[src/rtl/seqdiv_pkg.sv]
// Package: shared mode codes for the sequential divider.
// Assumes a 3-bit mode field; codes above MODE_U16 are treated as unsigned 32/16.
package seqdiv_pkg;

    typedef enum logic [2:0] {
        MODE_FRAC = 3'd0,
        MODE_S32  = 3'd1,
        MODE_U32  = 3'd2,
        MODE_S16  = 3'd3,
        MODE_U16  = 3'd4
    } div_mode_e;

endpackage

[src/rtl/seqdiv_prep.sv]
// Operand conditioning: turns the raw dividend and divisor into unsigned
// magnitudes of a 2W-bit numerator and W-bit denominator, plus the signs
// to apply at the end. Purely combinational.
// Assumes two's-complement inputs; |most negative| fits as an unsigned magnitude.
module seqdiv_prep
    import seqdiv_pkg::*;
#(
    parameter int W = 16
) (
    input  logic [2:0]     mode,
    input  logic [2*W-1:0] dividend,
    input  logic [W-1:0]   divisor,
    output logic [2*W-1:0] num_mag,
    output logic [W-1:0]   den_mag,
    output logic           q_neg,
    output logic           r_neg,
    output logic           signed_op
);

    logic [2*W-1:0] num_ext;
    logic           num_sgn;
    logic [W-1:0]   lo_mag;

    // Select the extended numerator, its sign and the signedness per mode.
    always_comb begin
        num_ext   = dividend;
        num_sgn   = 1'b0;
        signed_op = 1'b0;
        lo_mag    = dividend[W-1] ? -dividend[W-1:0] : dividend[W-1:0];
        case (mode)
            MODE_FRAC: begin
                signed_op = 1'b1;
                num_sgn   = dividend[W-1];
                num_ext   = {{W{1'b0}}, lo_mag} << (W-1);
            end
            MODE_S32: begin
                signed_op = 1'b1;
                num_sgn   = dividend[2*W-1];
                num_ext   = dividend;
            end
            MODE_S16: begin
                signed_op = 1'b1;
                num_sgn   = dividend[W-1];
                num_ext   = {{W{dividend[W-1]}}, dividend[W-1:0]};
            end
            MODE_U16: begin
                num_ext   = {{W{1'b0}}, dividend[W-1:0]};
            end
            default: begin
                num_ext   = dividend;
            end
        endcase
    end

    // Take magnitudes and derive the result signs.
    always_comb begin
        logic d_sgn;
        d_sgn   = signed_op & divisor[W-1];
        den_mag = d_sgn ? -divisor : divisor;
        if (mode == MODE_FRAC) begin
            num_mag = num_ext;
        end else begin
            num_mag = num_sgn ? -num_ext : num_ext;
        end
        q_neg = num_sgn ^ d_sgn;
        r_neg = num_sgn;
    end

endmodule

[src/rtl/seqdiv_step.sv]
// One non-restoring division step on a signed partial remainder.
// Shifts in the next numerator bit, adds or subtracts the divisor by the
// sign of the current remainder, and yields the quotient bit.
// Assumes |partial| < divisor on entry (guaranteed unless overflow was flagged).
module seqdiv_step #(
    parameter int W = 16
) (
    input  logic [W+2:0] part,
    input  logic         nbit,
    input  logic [W-1:0] den,
    output logic [W+2:0] part_nxt,
    output logic         qbit
);

    logic [W+2:0] shifted;
    logic [W+2:0] den_ext;

    // Compute the next partial remainder and the quotient bit.
    always_comb begin
        shifted  = {part[W+1:0], nbit};
        den_ext  = {3'b000, den};
        part_nxt = part[W+2] ? (shifted + den_ext) : (shifted - den_ext);
        qbit     = ~part_nxt[W+2];
    end

endmodule

[src/rtl/seqdiv_ctrl.sv]
// Sequencer: accepts a start when idle, counts STEPS steps, freezes on hold,
// and emits a one-cycle done pulse after the last step.
// Assumes start and hold are synchronous to clk.
module seqdiv_ctrl #(
    parameter int STEPS = 18,
    localparam int CW   = $clog2(STEPS)
) (
    input  logic          clk,
    input  logic          rst_n,
    input  logic          start,
    input  logic          hold,
    output logic          busy,
    output logic          done,
    output logic [CW-1:0] cnt,
    output logic          load,
    output logic          adv
);

    localparam logic [CW-1:0] LAST_IDX = CW'(STEPS - 1);

    // Decode launch and advance conditions.
    always_comb begin
        load = start & ~busy;
        adv  = busy & ~hold;
    end

    // Step counter, busy flag and done pulse.
    always_ff @(posedge clk) begin
        if (!rst_n) begin
            busy <= 1'b0;
            done <= 1'b0;
            cnt  <= '0;
        end else begin
            done <= 1'b0;
            if (load) begin
                busy <= 1'b1;
                cnt  <= '0;
            end else if (adv) begin
                if (cnt == LAST_IDX) begin
                    busy <= 1'b0;
                    done <= 1'b1;
                    cnt  <= '0;
                end else begin
                    cnt <= cnt + CW'(1);
                end
            end
        end
    end

    AST_HOLD_FREEZES: assert property (@(posedge clk) disable iff (!rst_n)
        busy && hold |=> busy && $stable(cnt));

    AST_DONE_SINGLE: assert property (@(posedge clk) disable iff (!rst_n)
        done |=> !done);

    AST_DONE_AFTER_BUSY: assert property (@(posedge clk) disable iff (!rst_n)
        done |-> !busy && $past(busy));

    AST_START_IGNORED: assert property (@(posedge clk) disable iff (!rst_n)
        busy && start && !hold && cnt != LAST_IDX |=> busy && cnt == $past(cnt) + CW'(1));

endmodule

[src/rtl/seqdiv_top.sv]
// Multi-mode sequential divider top. A load cycle conditions the operands.
// Step 0 checks for a zero divisor and a quotient that is too large.
// Steps 1..W each produce one quotient bit. Step W+1 corrects the remainder,
// applies the signs and registers the results.
// Assumes the caller leaves mode/operands meaningful only on the start cycle.
module seqdiv_top
    import seqdiv_pkg::*;
#(
    parameter int W = 16
) (
    input  logic           clk,
    input  logic           rst_n,
    input  logic           start_i,
    input  logic           hold_i,
    input  logic [2:0]     mode_i,
    input  logic [2*W-1:0] dividend_i,
    input  logic [W-1:0]   divisor_i,
    output logic [W-1:0]   quot_o,
    output logic [W-1:0]   rem_o,
    output logic           busy_o,
    output logic           done_o,
    output logic           ovf_o
);

    localparam int STEPS = W + 2;
    localparam int CW    = $clog2(STEPS);
    localparam logic [CW-1:0] CHK_IDX = '0;
    localparam logic [CW-1:0] FIN_IDX = CW'(W + 1);
    localparam logic [W-1:0]  HALF    = {1'b1, {(W-1){1'b0}}};

    logic [2*W-1:0] num_mag;
    logic [W-1:0]   den_mag;
    logic           q_neg, r_neg, signed_op;

    logic [W+2:0]   part_r;
    logic [W-1:0]   num_lo_r;
    logic [W-1:0]   den_r;
    logic [W-1:0]   qmag_r;
    logic           q_neg_r, r_neg_r, signed_r, pre_ovf_r;

    logic [W+2:0]   part_nxt;
    logic           qbit;
    logic [CW-1:0]  cnt;
    logic           load, adv;

    logic [W-1:0]   rmag;
    logic           q_bad;

    seqdiv_prep #(.W(W)) prep_i (
        .mode      (mode_i),
        .dividend  (dividend_i),
        .divisor   (divisor_i),
        .num_mag   (num_mag),
        .den_mag   (den_mag),
        .q_neg     (q_neg),
        .r_neg     (r_neg),
        .signed_op (signed_op)
    );

    seqdiv_step #(.W(W)) step_i (
        .part     (part_r),
        .nbit     (num_lo_r[W-1]),
        .den      (den_r),
        .part_nxt (part_nxt),
        .qbit     (qbit)
    );

    seqdiv_ctrl #(.STEPS(STEPS)) ctrl_i (
        .clk   (clk),
        .rst_n (rst_n),
        .start (start_i),
        .hold  (hold_i),
        .busy  (busy_o),
        .done  (done_o),
        .cnt   (cnt),
        .load  (load),
        .adv   (adv)
    );

    // Final remainder correction and signed range check.
    always_comb begin
        rmag  = part_r[W-1:0] + (part_r[W+2] ? den_r : '0);
        q_bad = q_neg_r ? (qmag_r > HALF) : qmag_r[W-1];
    end

    // Datapath registers: load, pre-check, iterate, finalize.
    always_ff @(posedge clk) begin
        if (!rst_n) begin
            part_r    <= '0;
            num_lo_r  <= '0;
            den_r     <= '0;
            qmag_r    <= '0;
            q_neg_r   <= 1'b0;
            r_neg_r   <= 1'b0;
            signed_r  <= 1'b0;
            pre_ovf_r <= 1'b0;
            quot_o    <= '0;
            rem_o     <= '0;
            ovf_o     <= 1'b0;
        end else if (load) begin
            part_r    <= {3'b000, num_mag[2*W-1:W]};
            num_lo_r  <= num_mag[W-1:0];
            den_r     <= den_mag;
            qmag_r    <= '0;
            q_neg_r   <= q_neg;
            r_neg_r   <= r_neg;
            signed_r  <= signed_op;
            pre_ovf_r <= 1'b0;
        end else if (adv) begin
            if (cnt == CHK_IDX) begin
                pre_ovf_r <= (den_r == '0) || (part_r[W-1:0] >= den_r);
            end else if (cnt == FIN_IDX) begin
                quot_o <= q_neg_r ? -qmag_r : qmag_r;
                rem_o  <= r_neg_r ? -rmag : rmag;
                ovf_o  <= pre_ovf_r | (signed_r & q_bad);
            end else begin
                part_r   <= part_nxt;
                qmag_r   <= {qmag_r[W-2:0], qbit};
                num_lo_r <= {num_lo_r[W-2:0], 1'b0};
            end
        end
    end

    AST_ZERO_DIVISOR: assert property (@(posedge clk) disable iff (!rst_n)
        adv && cnt == FIN_IDX && den_r == '0 |=> ovf_o);

    AST_RESULT_HELD: assert property (@(posedge clk) disable iff (!rst_n)
        !done_o |-> $stable(quot_o) && $stable(rem_o) && $stable(ovf_o));

endmodule

[config.mk]
export PLATFORM = sky130hd
export DESIGN_NAME = seqdiv_top
export DESIGN_NICKNAME = d
export VERILOG_FILES = /design/src/rtl/seqdiv_pkg.sv /design/src/rtl/seqdiv_prep.sv /design/src/rtl/seqdiv_step.sv /design/src/rtl/seqdiv_ctrl.sv /design/src/rtl/seqdiv_top.sv
export SDC_FILE = /design/constraint.sdc
export NUM_CORES = 1
export LEC_CHECK = 0
export BUFFER_PORTS_ARGS = -buffer_cell sky130_fd_sc_hd__buf_4
export CAP_MARGIN = 20
export CORE_UTILIZATION = 55
export CTS_CLUSTER_SIZE = 8
export DETAILED_ROUTE_END_ITERATION = 16
export PLACE_DENSITY = 0.82
export SYNTH_ARGS = -nofsm -noshare
export SYNTH_HDL_FRONTEND = slang
export SYNTH_SLANG_ARGS = --single-unit
[constraint.sdc]
create_clock -name clk -period 8 [get_ports clk]
set_input_delay 0.8 -clock clk [delete_from_list [all_inputs] [get_ports clk]]
set_output_delay 0.8 -clock clk [all_outputs]
set_load 0.005 [all_outputs]
==> metrics.cfg, run 1 <==
[critical_path]
critPathMaxStageDelay_ns = 0.51
cp-start-kind = flop
worstPathCellList = buf_4 > and2_1 > ha_1 > inv_1 > fa_1 > nand2b_1 > a211oi_1 > o21ai_0 > xnor2_1 > or4_1 > or4b_1 > o41ai_2 > xnor2_1 > o21ai_1 > and2_1
worstPathArrival_ns = 4.45
path_buf_inv = 2
path_max_fanout = 34
cp_slowest_cell = or4b_1
endpoint_kind = flop
cp.required_ns = 8.26
crit_family = simple AND/OR/NAND/NOR gates
crit_type = reg -> reg

[yosys]
syn_avg_cell_area_um2 = 7.54
synth_most_common_cell = nand2_1
syn-num-nets = 1286
synth_area_leaders = dfxtp_1 (25%), ha_1 (8.2%), xnor2_1 (7.1%), nand2_1 (6.7%), a21oi_1 (5.4%)
synthFlopType = dfxtp_1
yosys_warnings = 0
synth_edf_count = 0
yosys.area.top_type = dfxtp_1
synth_area_um2 = 8830
synth-seq-area-share_pct = 25.2
netlist_instances = 1171
async_reset_ff_share_pct = 0
synth_top_cell_area_share_pct = 25.2
ys_types = 73
synth-seq-cells = 111
synth_commonest_cells = nand2_1 (158), dfxtp_1 (111), a21oi_1 (95), o21ai_0 (87), nor2_1 (82)

[placement]
portBuffers = 89
gp_congestion = 1.04
hpwl_um = 17100
dp_cells = 1413
place_area_um2 = 9580

[flow_run]
cap_violations = 0

[floorplan]
core_um2 = 15400
start_util_pct = 57.2
die_x_um = 129
fp.dieArea_um2 = 16600
pin_count = 90
fp.dieH_um = 129
row_count = 45

[cts]
cts_tree = done
h-tree-depth = 3
postCtsSetupBuffers = 0
post_cts_resized = 0
clk_pin_slew_worst_paths_ns = 0.08
cts_buffer_depth = 2
clock_latency_ns = 0.36
cts_buffers = 9
cts_root_buf = clkbuf_16
cts.sinks = 111
hold_buffers = 0

[power_and_ir_drop]
power.leakage_uw = 0.00429
ir_worst_vdd_mv = 0.114
power_density_nw_per_um2 = 157

[global_routing]
grtUsageTotal_pct = 28.6
grt_pass1_wl_um = 38000
grt_max_degree = 62
grt_overflow = 0
antenna_found_initial = 0
grt_pass1_vias = 7940

[timing]
report.final.hold_viol_count = 0
fmax_ghz = 0.239
finClkSkew_ns = 0.00796
drv_slew = 0
rsz0062_at_grt = no
tns_ns = 0
period_share_pct = 52.4
tightest_slew_ns = 0.964
slew_headroom_pct = 35.8
post-route-min-period_ns = 4.19
report.final.setup_viol = 0
worst_hold_slack_ns = 0.468

[routing]
first_pass_iters = 6
vias = 8584
via_per_inst = 6.01
drtIter0Drc = 577
post-route-drc-count = 0
wl_per_cell_um = 16.1
routed_wl_um = 23000
ant_nets = 0

[layout]
post-route-util_pct = 64.2
drive_gt1_share_pct = 11.3
area_growth_pct = 12.2
antenna_cells_inserted = 0
multi_input_area_um2 = 6180
fin_nets = 1328
stdcell_count = 1429
fill_cells = 1422
finalInstanceArea_um2 = 9900
register_area_um2 = 2220

[run_status]
status = finished clean

[hold_path]
hold_class = reg -> reg

[registers in the layout, indices dropped and copies added, names as in the netlist]
register,count
ctrl_i.busy,1
ctrl_i.cnt,5
ctrl_i.done,1
den_r,16
num_lo_r,16
ovf_o,1
part_r,19
pre_ovf_r,1
q_neg_r,1
qmag_r,16
quot_o,16
r_neg_r,1
rem_o,16
signed_r,1
[worst min-delay path, stage by stage, from the launching register on]
cell and delay [ns]:
dfxtp_1 0.31, nand3_1 0.06, a21oi_1 0.06
[final timing paths]
check	cells after the start	end	slack [ns]	start
setup reg to reg	15	rem_o[15]	3.81	part_r[18]
setup / recovery	15	rem_o[15]	3.81	part_r[18]
hold / removal	2	num_lo_r[0]	0.47	num_lo_r[0]
hold reg to reg	2	num_lo_r[0]	0.47	num_lo_r[0]
[kinds of logic (layout without fill, tap and decap cells)]
kind of cell | count (synthesis) | in the layout | share of synthesized area [%]
XOR/XNOR | 118 | 118 | 11.7
flip-flops | 111 | 111 | 25.2
AO/OA/AOI/OAI | 368 | 368 | 27.5
adder cells (fa/ha/maj) | 60 | 60 | 8.67
AND/OR/NAND/NOR | 392 | 392 | 21.2
multiplexers | 7 | 7 | 0.808
buffers and inverters | 115 | 162 | 4.93
[placed cells by master (no fill, tap or decap), types with 5 or more instances in the layout]
cell	Yosys	routed
a211oi_1	19	19
a21boi_0	10	10
a21o_1	23	23
a21oi_1	95	94
a222oi_1	5	5
a31oi_1	14	14
and2_1	23	23
and3_1	10	10
buf_4	0	97
clkbuf_16	0	9
dfxtp_1	111	111
ha_1	58	58
inv_1	49	49
mux2i_1	6	6
nand2_1	158	158
nand2b_1	16	16
nand3_1	19	19
nand4_1	5	5
nor2_1	82	82
nor2b_1	6	5
nor3_1	21	21
nor4_1	13	12
o211a_1	24	24
o211ai_1	13	13
o21a_1	7	7
o21ai_0	87	87
o31ai_1	15	15
o41ai_1	7	7
or2_2	7	7
or3_1	11	11
or4_1	7	7
xnor2_1	72	72
xor2_1	46	46
[routing by layer]
layer  routed length, um  track usage (%)  up-vias  part of all wire (%)
met5                   0                0        -                     0
met4                 832             12.1        0                   3.6
met3                1410             4.62       56                   6.1
met2               10800             48.3      286                    47
met1                9980             36.0     3980                    43
li1                    -                -     4262                     -
[cell type report]
cell class	count	area share (%)
inverter	49	1.86
timing repair buffer	97	7.35
clock inverter	6	0.846
sequential	111	22.4
multi-input combinational	945	62.4
tap	211	2.67
clock buffer	10	2.41
[power by group]
part / internal (uW) / switching (uW) / leakage [uW]
Combinational: 200 / 269 / 0.00322
Clock: 259 / 224 / 0.000158
Sequential: 574 / 28.6 / 0.000904
[per-stage QoR]
step	power, uW	setup WS [ns]
finish	1550	3.81
global placement	1070	3.93
CTS	1550	3.84
detailed placement	1070	3.88
global route	1640	3.42
floorplan	957	4.14
No activity file was read; power rests on OpenSTA's default activity.
==> run 2, diff against run 1 <==
--- a/config.mk
+++ b/config.mk
@@ -5,6 +5,7 @@
 export SDC_FILE = /design/constraint.sdc
 export NUM_CORES = 1
 export LEC_CHECK = 0
+export ABC_AREA = 1
 export BUFFER_PORTS_ARGS = -buffer_cell sky130_fd_sc_hd__buf_4
 export CAP_MARGIN = 20
 export CORE_UTILIZATION = 55
==> constraint.sdc (replaced) <==
create_clock -name clk -period 4.3 [get_ports clk]
set_input_delay 0.43 -clock clk [delete_from_list [all_inputs] [get_ports clk]]
set_output_delay 0.43 -clock clk [all_outputs]
set_load 0.005 [all_outputs]
==> run 2 against run 1 <==
Clock skew rose by 0.0068 ns. Critical path depth rose by 4. Area after synthesis rose by 2.9%. Non-clock buffer count fell by 2. Register-to-register slack got worse by 3.0 ns. Die area rose by 2.9%. Sequential share of layout area fell by 0.60 points. Clock power rose by 81%. Combinational power rose by 120%. Via count rose by 13%. First-iteration DRC count rose by 22%. Critical endpoint is now part_r[17]. Largest cell class unchanged. Largest power group unchanged.
==> metrics.cfg, run 2 <==
[routing]
wl_per_cell_um = 15.4  ; -4.2%
vias = 9728  ; +13%
via_per_inst = 5.63  ; -6.3%
post-route-drc-count = 0  ; unchanged
drtIter0Drc = 706  ; +22%
ant_nets = 0  ; unchanged
routed_wl_um = 26700  ; +16%
first_pass_iters = 5  ; -1

[critical_path]
endpoint_kind = flop
path_buf_inv = 3  ; +1
critPathMaxStageDelay_ns = 0.36  ; -0.15 ns
worstPathCellList = inv_1 > ha_1 > nand3_1 > nor2_1 > nand2_1 > nor3_1 > nand2_1 > o41ai_1 > xor2_1 > inv_1 > ha_1 > a21oi_1 > o21ai_0 > a21oi_1 > nand3_1 > a21oi_1 > o21ai_0 > o211ai_1 > inv_1
worstPathArrival_ns = 3.74  ; -0.71 ns
crit_type = reg -> reg
cp-start-kind = flop
path_max_fanout = 6  ; -82%
crit_family = compound AO/OA/AOI/OAI gates
cp_slowest_cell = dfxtp_1
cp.required_ns = 4.55  ; -3.71 ns

[power_and_ir_drop]
p_clk_share_pct = 28.9  ; -2.2 points
swShare_pct = 38.5  ; +5.0 points
power_frac_comb_pct = 33.7  ; +3.5 points
ir_worst_vdd_mv = 0.294  ; +160%
power.total_uw = 3030  ; +95%
power.leakage_uw = 0.00500  ; +17%
p_int_uw = 1860  ; +80%
p_sw_uw = 1160  ; +120%
power_frac_seq_pct = 37.5  ; -1.2 points
power_density_nw_per_um2 = 297  ; +89%

[yosys]
synth_edf_count = 0  ; unchanged
synth_most_common_cell = nand2_1
synth_commonest_cells = nand2_1 (319), inv_1 (165), a21oi_1 (146), o21ai_0 (139), nor2_1 (136)
syn_avg_cell_area_um2 = 6.28  ; -17%
synth-seq-cells = 111  ; unchanged
async_reset_ff_share_pct = 0  ; unchanged
synth_top_cell_area_share_pct = 24.5  ; -0.71 points
syn-num-nets = 1562  ; +21%
netlist_instances = 1447  ; +24%
yosys_warnings = 0  ; unchanged
yosys.area.top_type = dfxtp_1
synth-seq-area-share_pct = 24.5  ; -0.71 points
synth_area_um2 = 9080  ; +2.9%
ys_types = 53  ; -27%
synth_area_leaders = dfxtp_1 (24%), nand2_1 (13%), a21oi_1 (8.0%), ha_1 (8.0%), o21ai_0 (7.7%)
synthFlopType = dfxtp_1

[cts]
clk_pin_slew_worst_paths_ns = 0.08  ; about the same
clock_latency_ns = 0.37  ; about the same
cts_tree = done
postCtsSetupBuffers = 0  ; unchanged
cts.sinks = 111  ; unchanged
cts_buffer_depth = 2  ; unchanged
h-tree-depth = 3  ; unchanged
cts_root_buf = clkbuf_16
cts_buffers = 9  ; unchanged
post_cts_resized = 0  ; unchanged
hold_buffers = 0  ; unchanged

[floorplan]
fp.dieArea_um2 = 17000  ; +2.9%
core_um2 = 16000  ; +3.7%
die_x_um = 131  ; +1.4%
pin_count = 90  ; unchanged
fp.dieH_um = 131  ; +1.4%
row_count = 46  ; +2.2%
start_util_pct = 56.8  ; -0.45 points

[timing]
slew_headroom_pct = 45.3  ; +9.6 points
post-route-min-period_ns = 3.48  ; -0.709 ns
rsz0062_at_grt = no
tightest_slew_ns = 0.817  ; -0.146 ns
fmax_ghz = 0.287  ; +20%
report.final.hold_viol_count = 0  ; unchanged
drv_slew = 0  ; unchanged
period_share_pct = 81.0  ; +29 points
finClkSkew_ns = 0.0148  ; +0.00684 ns
tns_ns = 0  ; unchanged
report.final.setup_viol = 0  ; unchanged

[global_routing]
gr-usage-met1_pct = 39.2  ; +3.2 points
antenna_found_initial = 0  ; unchanged
met2_usage_pct = 54.4  ; +6.0 points
grtUsageTotal_pct = 31.7  ; +3.1 points
top_usage_layer = met2
use_met3_pct = 4.72  ; +0.11 points
grt_pass1_vias = 8981  ; +13%
grt_pass1_wl_um = 42800  ; +13%
grt_max_degree = 63  ; +1.6%
grt_overflow = 0  ; unchanged

[layout]
largest_reg_flops = 19  ; unchanged
finalInstanceArea_um2 = 10200  ; +2.8%
drive_gt1_share_pct = 10.6  ; -0.75 points
area_growth_pct = 12.0
final_cell_mix = nand2_1 (319), inv_1 (165), a21oi_1 (146), o21ai_0 (139), nor2_1 (135)
top_register = part_r
fill_cells = 1563  ; +9.9%
final_common_cell = nand2_1
fin_nets = 1622  ; +22%

[hold_path]
hold_class = in -> reg

[placement]
portBuffers = 89  ; unchanged
gp_congestion = 0.980  ; -5.7%
place_area_um2 = 9860  ; +2.9%
hpwl_um = 20500  ; +20%

[flow_run]
cap_violations = 0  ; unchanged

[run_status]
status = finished clean

## run 2: changes by cell type in the layout (fill, tap and decap cells not counted), sizes merged, moves of 18 or more
cell    delta
xnor2     -56
nor2      +66
o211a     -24
a21o      -22
a21oi     +52
o21ai     +52
a211oi    -18
nand3     +87
nand2    +169
inv      +121
and2      -22
## run 2: layout make-up
class	instances	area (um^2)	share of cell area, %
multi-input combinational	1115	5990	58.9
sequential	111	2220	21.8
timing repair buffer	95	713	7.01
inverter	175	657	6.45
tap	216	270	2.66
clock buffer	9	225	2.21
clock inverter	7	92.6	0.910
antenna	1	2.50	0.0246
## run 2: path summary, 6_finish.rpt
check / startpoint / endpoint / slack, ns / cells past startpoint
setup / recovery: den_r[0] / part_r[17] / 0.82 / 19
hold reg to reg: pre_ovf_r / pre_ovf_r / 0.47 / 2
setup reg to reg: den_r[0] / part_r[17] / 0.82 / 19
hold / removal: start_i / ctrl_i.busy / 0.31 / 3
## run 2: worst min-delay path: stages
cell,delay (ns)
buf_4,0.09
o211ai_1,0.07
inv_1,0.05
## run 2: power by group through the flow
stage | sequential (uW) | clock (uW) | combinational [uW]
final | 1130 | 873 | 1020
after global routing | 1140 | 922 | 1150
after CTS | 1130 | 877 | 1010
after detailed placement | 1150 | 0 | 995
after global placement | 1150 | 0 | 989
after floorplan | 1130 | 0 | 763
## run 2: cell families after synthesis
logic type / share of synthesized area [%]
compound gates: 21.1
xor+xnor: 5.39
fa+ha+maj: 8.43
buf+inv: 9.63
flops: 24.5
simple gates: 31.0
## run 2: through the flow
step | hold slack (ns) | utilization (%) | setup WS [ns] | instances
final | 0.308 | 63.6 | 0.816 | 1729
after global routing | 0.310 | 63.6 | 0.401 | 1728
after CTS | 0.303 | 63.6 | 0.851 | 1728
after detailed placement | 0.459 | 61.6 | 0.910 | 1712
after global placement | 0.449 | 61.6 | 0.966 | 1712
after floorplan | 0.429 | - | 1.35 | 1447
## run 2: per-layer routing
metal	vias to the layer above	part of all wire, %
met1	4448	44
met5	-	0
li1	4941	-
met2	274	47
met3	65	5.3
met4	0	3.6
==> run 3, diff against run 2 <==
--- a/config.mk
+++ b/config.mk
@@ -11,7 +11,7 @@
 export CORE_UTILIZATION = 55
 export CTS_CLUSTER_SIZE = 8
 export DETAILED_ROUTE_END_ITERATION = 16
-export PLACE_DENSITY = 0.82
+export PLACE_DENSITY = 0.85
 export SYNTH_ARGS = -nofsm -noshare
 export SYNTH_HDL_FRONTEND = slang
 export SYNTH_SLANG_ARGS = --single-unit
==> constraint.sdc (replaced) <==
create_clock -name clk -period 2.9 [get_ports clk]
set_input_delay 0.29 -clock clk [delete_from_list [all_inputs] [get_ports clk]]
set_output_delay 0.29 -clock clk [all_outputs]
set_load 0.005 [all_outputs]
==> run 3 against run 2 <==
The flow now finishes with violations (negative setup slack). Combinational power increased by 110%. Sequential share of layout area decreased by 2.3 points. Design area increased by 13%. Non-clock buffer count increased by 97. Register-to-register slack got worse by 0.97 ns. Wire length increased by 8.9%. Hold slack got worse by 0.16 ns. Cell count increased by 5.5%. Utilization increased by 8.1 points. Critical endpoint is now qmag_r[0]. Highest routed layer unchanged.
==> metrics.cfg, run 3 (synthesis results as in run 2) <==
[run_status]
status = complete, but fails checks
violations = negative setup slack

[timing]
setup_slack_ns = -0.154  ; -0.970 ns
period_share_pct = 105  ; +24 points
worst_hold_slack_ns = 0.149  ; -0.159 ns
report.final.setup_viol = 8  ; +8
drv_slew = 0  ; unchanged
tightest_slew_ns = 0.811  ; -0.00598 ns
rsz0062_at_grt = yes
finClkSkew_ns = 0.00728  ; -0.00752 ns
post-route-min-period_ns = 3.05  ; -0.430 ns
slew_headroom_pct = 45.9  ; +0.54 points
fmax_ghz = 0.327  ; +14%
report.final.hold_viol_count = 0  ; unchanged

[critical_path]
r2r_start = den_r[2]
cp-startpoint = den_r[2]
cp_slowest_cell = ha_1
cp.required_ns = 3.19  ; -1.36 ns
cp_common_cell = nor3_4
endpoint_kind = flop
worstPathCellList = nor3_4 > and3_4 > nand3_4 > nor3_4 > nand3_2 > nor3_4 > nand3_2 > nand2_2 > xor2_1 > ha_1 > nand4_1 > nor3_2 > nand4_1 > nand2_1 > nor2_1 > nor2_1 > nand2_1 > a21oi_1
worstPathArrival_ns = 3.35  ; -0.39 ns
crit_family = simple AND/OR/NAND/NOR gates
path_max_fanout = 4  ; -2
crit_type = reg -> reg
critPathMaxStageDelay_ns = 0.37  ; about the same
path_buf_inv = 0  ; -3
cp-start-kind = flop

[floorplan]
fp.dieArea_um2 = 17000  ; unchanged
core_um2 = 16000  ; unchanged
fp.dieH_um = 131  ; unchanged
die_x_um = 131  ; unchanged
start_util_pct = 56.8  ; unchanged
row_count = 46  ; unchanged
pin_count = 90  ; unchanged

[placement]
portBuffers = 89  ; unchanged
hpwl_um = 21500  ; +4.9%
gp_congestion = 0.990  ; +1.0%
dp_cells = 1784  ; +4.2%
place_area_um2 = 10400  ; +5.7%

[power_and_ir_drop]
power_frac_seq_pct = 32.8  ; -4.7 points
swShare_pct = 38.7  ; +0.21 points
power_frac_comb_pct = 43.0  ; +9.3 points
p_clk_share_pct = 24.1  ; -4.8 points
p_int_uw = 3120  ; +68%
p_sw_uw = 1970  ; +69%
power_density_nw_per_um2 = 443  ; +49%
ir_worst_vdd_mv = 0.421  ; +43%
power.leakage_uw = 0.00559  ; +12%

[global_routing]
grt_pass1_wl_um = 44700  ; +4.5%
grt_max_degree = 63  ; unchanged
antenna_found_initial = 0  ; unchanged
grtUsageTotal_pct = 33.4  ; +1.7 points
grt_overflow = 0  ; unchanged
grt_pass1_vias = 9260  ; +3.1%

[hold_path]
hold_class = in -> reg
worstHoldStart = start_i

[routing]
drtIter0Drc = 853  ; +21%
ant_nets = 0  ; unchanged
routed_wl_um = 29100  ; +8.9%
post-route-drc-count = 0  ; unchanged
vias = 10400  ; +7.1%
first_pass_iters = 5  ; unchanged
via_per_inst = 5.71  ; +1.5%
wl_per_cell_um = 16.0  ; +3.3%

[cts]
cts_tree = done
cts.sinks = 111  ; unchanged
cts_buffer_depth = 2  ; unchanged
clk_pin_slew_worst_paths_ns = 0.08  ; about the same
hold_buffers = 0  ; unchanged
cts_buffers = 9  ; unchanged
cts_root_buf = clkbuf_16
h-tree-depth = 3  ; unchanged
clock_latency_ns = 0.37  ; about the same

[layout]
fin_nets = 1719  ; +6.0%
largest_reg_flops = 19  ; unchanged
top_register = part_r
final_common_cell = nand2_1
final_cell_mix = nand2_1 (296), buf_4 (184), inv_1 (157), a21oi_1 (135), o21ai_0 (127)
antenna_cells_inserted = 0  ; -1
finalInstanceArea_um2 = 11500  ; +13%
drive_gt1_share_pct = 22.5  ; +12 points
area_growth_pct = 26.4
stdcell_count = 1824  ; +5.5%

[flow_run]
cap_violations = 0  ; unchanged

run 3: cell count changes in the layout (fill, tap and decap cells not counted), sizes merged:
cell,before,now
clkinv,8,4
inv,173,177
diode,1,0
buf,95,192
clkinvlp,1,0
run 3: final timing paths:
path	slack, ns	endpoint	cells past startpoint
hold / removal	0.15	ctrl_i.busy	3
setup / recovery	-0.15	qmag_r[0]	18
hold reg to reg	0.49	num_lo_r[15]	2
setup reg to reg	-0.15	qmag_r[0]	18
run 3: through the flow:
stage | utilization [%] | setup slack, ns | TNS [ns] | total power (uW)
after CTS | 67.9 | -0.114 | -0.339 | 4740
after floorplan | - | 0.0115 | 0 | 2800
final | 71.7 | -0.154 | -0.564 | 5090
after global routing | 71.7 | -0.434 | -3.08 | 5360
after global placement | 65.1 | -0.230 | -1.39 | 3400
after detailed placement | 65.1 | -0.348 | -2.43 | 3420
run 3: worst register-to-register path, delay by kind of cell (launching register included):
| kind | cells | cell delay, ns |
|---|---|---|
| xor+xnor | 1 | 0.08 |
| flops | 1 | 0.36 |
| compound gates | 1 | 0.12 |
| fa+ha+maj | 1 | 0.37 |
| simple gates | 15 | 2.07 |
run 3: power by group through the flow:
stage	Combinational, uW	Clock (uW)	Sequential (uW)
6_report	2190	1230	1670
3_3_place_gp	1710	0	1690
3_5_place_dp	1730	0	1690
5_1_grt	2390	1290	1670
2_1_floorplan	1130	0	1670
4_1_cts	1850	1230	1660
run 3: per-layer routing:
| layer | global-route usage (%) | wire, um |
|---|---|---|
| met5 | 0 | 0 |
| met1 | 41.9 | 12400 |
| met2 | 57.1 | 13800 |
| met3 | 4.44 | 1720 |
| met4 | 14.6 | 1220 |
run 3: layout make-up:
type | count | area [um^2]
Sequential cell | 111 | 2240
Fill cell | 1348 | 4520
Timing Repair Buffer | 192 | 1480
Clock buffer | 9 | 225
Clock inverter | 6 | 51.3
Multi-Input combinational cell | 1115 | 6550
Inverter | 175 | 662
Tap cell | 216 | 270
run 3: what timing repair did:
| item | in CTS | in global routing |
|---|---|---|
| cloned | 0 | 0 |
| setup endpoints to repair | 14 | 23 |
| pin swaps | 22 | 52 |
| buffers inserted | 7 | 19 |
| gates resized for setup | 40 | 117 |
